===== config.mk =====
export PLATFORM = sky130hd
export DESIGN_NAME = idct4_q14
export DESIGN_NICKNAME = d
export VERILOG_FILES = /design/src/rtl/idct4_pkg.sv /design/src/rtl/idct4_even.sv /design/src/rtl/idct4_odd.sv /design/src/rtl/idct4_narrow.sv /design/src/rtl/idct4_butterfly.sv /design/src/rtl/idct4_q14.sv
export SDC_FILE = /design/constraint.sdc
export NUM_CORES = 2
export LEC_CHECK = 0
export ABC_CLOCK_PERIOD_IN_PS = 12100
export BUFFER_PORTS_ARGS = -buffer_cell sky130_fd_sc_hd__buf_2
export CAP_MARGIN = 20
export CORE_AREA = 2 2 280 310
export DETAILED_ROUTE_END_ITERATION = 12
export DIE_AREA = 0 0 282 312
export SETUP_SLACK_MARGIN = 0.5
export SLEW_MARGIN = 20
export SYNTH_ARGS = -nofsm -noshare
export SYNTH_HDL_FRONTEND = slang
export SYNTH_SLANG_ARGS = --single-unit
export TNS_END_PERCENT = 100

===== constraint.sdc =====
create_clock -name clk -period 12.1 [get_ports clk]
set_input_delay 2.42 -clock clk [delete_from_list [all_inputs] [get_ports clk]]
set_output_delay 2.42 -clock clk [all_outputs]
set_load 0.02 [all_outputs]

===== src/rtl/idct4_pkg.sv =====
package idct4_pkg;
  localparam int COEF_W = 16;
  localparam int FRAC_W = 14;
  localparam int ACC_W  = 2 * COEF_W + 2;

  typedef logic signed [COEF_W-1:0] coef_t;
  typedef logic signed [ACC_W-1:0]  acc_t;

  localparam acc_t HALF_LSB = acc_t'(1) <<< (FRAC_W - 1);
  localparam acc_t COEF_MAX = acc_t'((1 << (COEF_W - 1)) - 1);
  localparam acc_t COEF_MIN = -acc_t'(1 << (COEF_W - 1));

  // Rounded arithmetic shift, before clamping.
  function automatic acc_t round_shift(acc_t v);
    return (v + HALF_LSB) >>> FRAC_W;
  endfunction

  // Clamp a shifted value to the coefficient range.
  function automatic coef_t clamp(acc_t v);
    if (v > COEF_MAX) return coef_t'(COEF_MAX);
    if (v < COEF_MIN) return coef_t'(COEF_MIN);
    return coef_t'(v);
  endfunction
endpackage


===== src/rtl/idct4_even.sv =====
module idct4_even
  import idct4_pkg::*;
#(
  parameter int K_MID = 11585
) (
  input  coef_t c0,
  input  coef_t c2,
  output acc_t  p0,
  output acc_t  p1
);
  coef_t e_sum;
  coef_t d_dif;

  // 16-bit wrapping sum and difference
  assign e_sum = c0 + c2;
  assign d_dif = c0 - c2;

  assign p0 = acc_t'(e_sum) * acc_t'(K_MID);
  assign p1 = acc_t'(d_dif) * acc_t'(K_MID);
endmodule


===== src/rtl/idct4_odd.sv =====
module idct4_odd
  import idct4_pkg::*;
#(
  parameter int K_HI = 15137,
  parameter int K_LO = 6270
) (
  input  coef_t c1,
  input  coef_t c3,
  output acc_t  p2,
  output acc_t  p3
);
  acc_t w1;
  acc_t w3;

  assign w1 = acc_t'(c1);
  assign w3 = acc_t'(c3);

  // odd-part rotation at full precision
  assign p2 = w1 * acc_t'(K_LO) - w3 * acc_t'(K_HI);
  assign p3 = w1 * acc_t'(K_HI) + w3 * acc_t'(K_LO);
endmodule


===== src/rtl/idct4_narrow.sv =====
module idct4_narrow
  import idct4_pkg::*;
(
  input  acc_t  p,
  output coef_t s,
  output logic  clip_hi,
  output logic  clip_lo
);
  acc_t shifted;

  // rounding, R7 clamping
  assign shifted = round_shift(p);
  assign clip_hi = shifted > COEF_MAX;
  assign clip_lo = shifted < COEF_MIN;
  assign s       = clamp(shifted);
endmodule


===== src/rtl/idct4_butterfly.sv =====
module idct4_butterfly
  import idct4_pkg::*;
(
  input  coef_t s0,
  input  coef_t s1,
  input  coef_t s2,
  input  coef_t s3,
  output coef_t y0,
  output coef_t y1,
  output coef_t y2,
  output coef_t y3
);
  // wrapping recombination
  assign y0 = s0 + s3;
  assign y1 = s1 + s2;
  assign y2 = s1 - s2;
  assign y3 = s0 - s3;
endmodule


===== src/rtl/idct4_q14.sv =====
module idct4_q14
  import idct4_pkg::*;
#(
  parameter int K_PI8  = 15137,
  parameter int K_PI4  = 11585,
  parameter int K_3PI8 = 6270,
  parameter int LANES  = 4
) (
  input  logic                     clk,
  input  logic                     rst,
  input  logic                     in_valid,
  input  logic signed [COEF_W-1:0] in_c0,
  input  logic signed [COEF_W-1:0] in_c1,
  input  logic signed [COEF_W-1:0] in_c2,
  input  logic signed [COEF_W-1:0] in_c3,
  output logic                     out_valid,
  output logic signed [COEF_W-1:0] out_y0,
  output logic signed [COEF_W-1:0] out_y1,
  output logic signed [COEF_W-1:0] out_y2,
  output logic signed [COEF_W-1:0] out_y3
);
  acc_t  step_raw [LANES];
  coef_t step_sat [LANES];
  logic  step_clip_hi [LANES];
  logic  step_clip_lo [LANES];
  coef_t step_sat0, step_sat1, step_sat2, step_sat3;
  coef_t comb_y0, comb_y1, comb_y2, comb_y3;
  logic  capture;

  idct4_even #(.K_MID(K_PI4)) u_even (
    .c0(in_c0), .c2(in_c2), .p0(step_raw[0]), .p1(step_raw[1])
  );

  idct4_odd #(.K_HI(K_PI8), .K_LO(K_3PI8)) u_odd (
    .c1(in_c1), .c3(in_c3), .p2(step_raw[2]), .p3(step_raw[3])
  );

  for (genvar i = 0; i < LANES; i++) begin : g_narrow
    idct4_narrow u_narrow (
      .p      (step_raw[i]),
      .s      (step_sat[i]),
      .clip_hi(step_clip_hi[i]),
      .clip_lo(step_clip_lo[i])
    );
  end

  assign step_sat0 = step_sat[0];
  assign step_sat1 = step_sat[1];
  assign step_sat2 = step_sat[2];
  assign step_sat3 = step_sat[3];

  idct4_butterfly u_bfly (
    .s0(step_sat0), .s1(step_sat1), .s2(step_sat2), .s3(step_sat3),
    .y0(comb_y0), .y1(comb_y1), .y2(comb_y2), .y3(comb_y3)
  );

  assign capture = in_valid;

  // reset, R2 latency, R3 hold
  always_ff @(posedge clk) begin
    if (rst) begin
      out_valid <= 1'b0;
      out_y0    <= '0;
      out_y1    <= '0;
      out_y2    <= '0;
      out_y3    <= '0;
    end else begin
      out_valid <= in_valid;
      if (capture) begin
        out_y0 <= comb_y0;
        out_y1 <= comb_y1;
        out_y2 <= comb_y2;
        out_y3 <= comb_y3;
      end
    end
  end
endmodule


==> impl_metrics.toml <==
[critical_path]
reg2reg_from = "out_y3[5]"
path_depth = 46
worst-path-buf-inv = 6
crit_fanout = 4
crit_slowest_cell = "fa_2"
r2r_end = "out_y3[5]"
cp_data_required_time_ns = 12.30
startpoint = "in_c2[0]"
crit_path_end_kind = "register"
crit_family = "compound AO/OA/AOI/OAI gates"
crit_top_cell = "ha_4"
crit_end = "out_y0[15]"
ff2ff_setup_slack_ns = 11.24
r2r_cells = 2
path_class = "input port to register"
cp-start-kind = "input port"
worstPathArrival_ns = 11.54
slowest_delay_ns = 0.56

[clocking]
tritoncts = "yes"
clk_latency_ns = 0.34
ctsRootBufferMaster = "clkbuf_16"
cts_buffer_depth = 2
hold_buffers = 0
cts_buffers = 9
clk_pin_slew_ns = 0.05
h-tree-depth = 3
cts_sinks = 63

[floorplan]
die_x_um = 282
dieArea_mm2 = 0.0880
core_mm2 = 0.0845
num_rows = 112
io_pins = 132
initial_core_util_pct = 38.9
die_h_um = 312

[final_layout]
layout.nets = 5422
drive_above_1_share_pct = 21.0
final_common_cell = "inv_1"
area_delta_synth_final_pct = 21.4
diodes = 0
final_cell_mix = "inv_1, ha_1, fa_1"

[logic_synthesis]
yosysWarnings = 0
post-synth-top-area-cell = "ha_1"
ys_ff_latch = 63
synth_area_leaders = "ha_1, fa_1, inv_1"
synth_async_sr_flop_share_pct = 0
synth_cell_type_count = 81
synth_edf_count = 0
postSynthAreaPerCell_um2 = 9.07
syn_nets = 4960
syn_inst = 3625
seq_area_frac_synth_pct = 3.84
synth_top_area_share_pct = 31.8
ys.flop_type = "dfxtp_1"
syn-cell-area_mm2 = 0.0329

[routing]
ant_nets = 0
wl_mm = 84.2
drc_errors = 0
drt_iter0_drc = 1042
vias_per_cell = 4.89
drt_pass1_iterations = 5
vias = 25591
wire_per_inst_um = 16.1

[global_route]
gr-usage-all-layers_pct = 19.2
grt_pass1_vias = 26507
grt_antenna_before_repair = 2
grt_max_degree = 86
grt-ovfl-total = 0
grt_pass1_wl_mm = 136

[timing]
maxSlewViolCount = 0
setup_ws_ns = 0.762
finalClockSkew_ns = 0
tightest_slew_ns = 1.05
finalSetupViolations = 0
slew_headroom_pct = 29.9
finalCritPeriodShare_pct = 93.7
finalHoldViolCount = 0
max_freq_ghz = 0.0882
period_needed_ns = 11.34
rsz0062_at_grt = "yes"

[placement]
dp.final_hpwl_mm = 74.5
place_ws_ns = -0.344
gp_congestion = 0.916
io_buffer_count = 131

[hold_path]
holdCritPathClass = "register to register"

[run]
maxCapViolations = 0

[status]
outcome = "complete, no violations"
## worst min-delay path: stages (launching register included)
cell and delay, ns:
dfxtp_1 0.30, nor2_1 0.08, a211oi_1 0.05
## state kept, by name, indices dropped and copies added, names as in the netlist
signal,count
out_y3,16
out_valid,1
out_y1,16
out_y0,15
out_y2,15
## worst min-delay path by stage
stage	start	endpoint	slack [ns]	depth (start not counted)
final	out_y3[4]	out_y3[4]	0.48	2
after global routing	out_y3[13]	out_y3[13]	0.50	2
after global placement	out_y0[1]	out_y0[1]	0.47	2
after detailed placement	out_y3[13]	out_y3[13]	0.48	2
after floorplan	out_y0[15]	out_y0[15]	0.55	2
after CTS	out_y3[13]	out_y3[13]	0.49	2
## metal layers
layer	part of all wire [%]	up-vias	global-route usage, %
li1	-	12900	-
met1	45	12327	25.0
met2	51	304	35.0
met3	2.4	56	0.860
met4	1.5	4	4.00
met5	0.032	-	0
## timing repair
action                     4_1_cts  5_1_grt
pin swaps                       16      240
setup endpoints to repair       23       36
buffers inserted                 4       41
resized for setup               52      318
## per-stage QoR
stage	std cells	area, um2	hold WS (ns)	setup TNS, ns	utilization, %
finish	5232	39900	0.483	0	47.2
global route	5232	39900	0.504	0	47.2
CTS	5191	37800	0.485	0	44.7
detailed placement	5171	37300	0.478	-1.38	44.1
global placement	5171	37300	0.467	-0.856	44.1
floorplan	3625	32900	0.549	0	-
## kinds of logic (layout without fill, tap and decap cells)
logic type / after synthesis / in the layout / synth area share, %
adder cells (fa/ha/maj): 1268 / 1268 / 58.2
buffers and inverters: 843 / 1310 / 9.81
AO/OA/AOI/OAI: 645 / 645 / 12.9
AND/OR/NAND/NOR: 537 / 537 / 7.99
XOR/XNOR: 234 / 234 / 6.24
flip-flops: 63 / 63 / 3.84
multiplexers: 35 / 35 / 1.08
## area by class of cell
class,instances,area (um2)
clock buffer,13,270
clock inverter,3,40.0
fill,8111,44600
inverter,778,2950
multi-input combinational,2719,30300
sequential,63,1260
tap,1140,1430
timing repair buffer,516,3680
## Yosys cell counts, types with 52 or more instances
cell,instances
dfxtp_1,63
fa_1,434
nor2_1,176
o21bai_1,52
nand2_1,87
xor2_1,75
o21ai_0,87
a21oi_1,202
xnor2_1,159
a21o_1,112
ha_1,834
inv_1,777
clkbuf_1,52
Power is not shown: default switching activity piles up to over one toggle a cycle in this logic, so the estimate is an artifact.
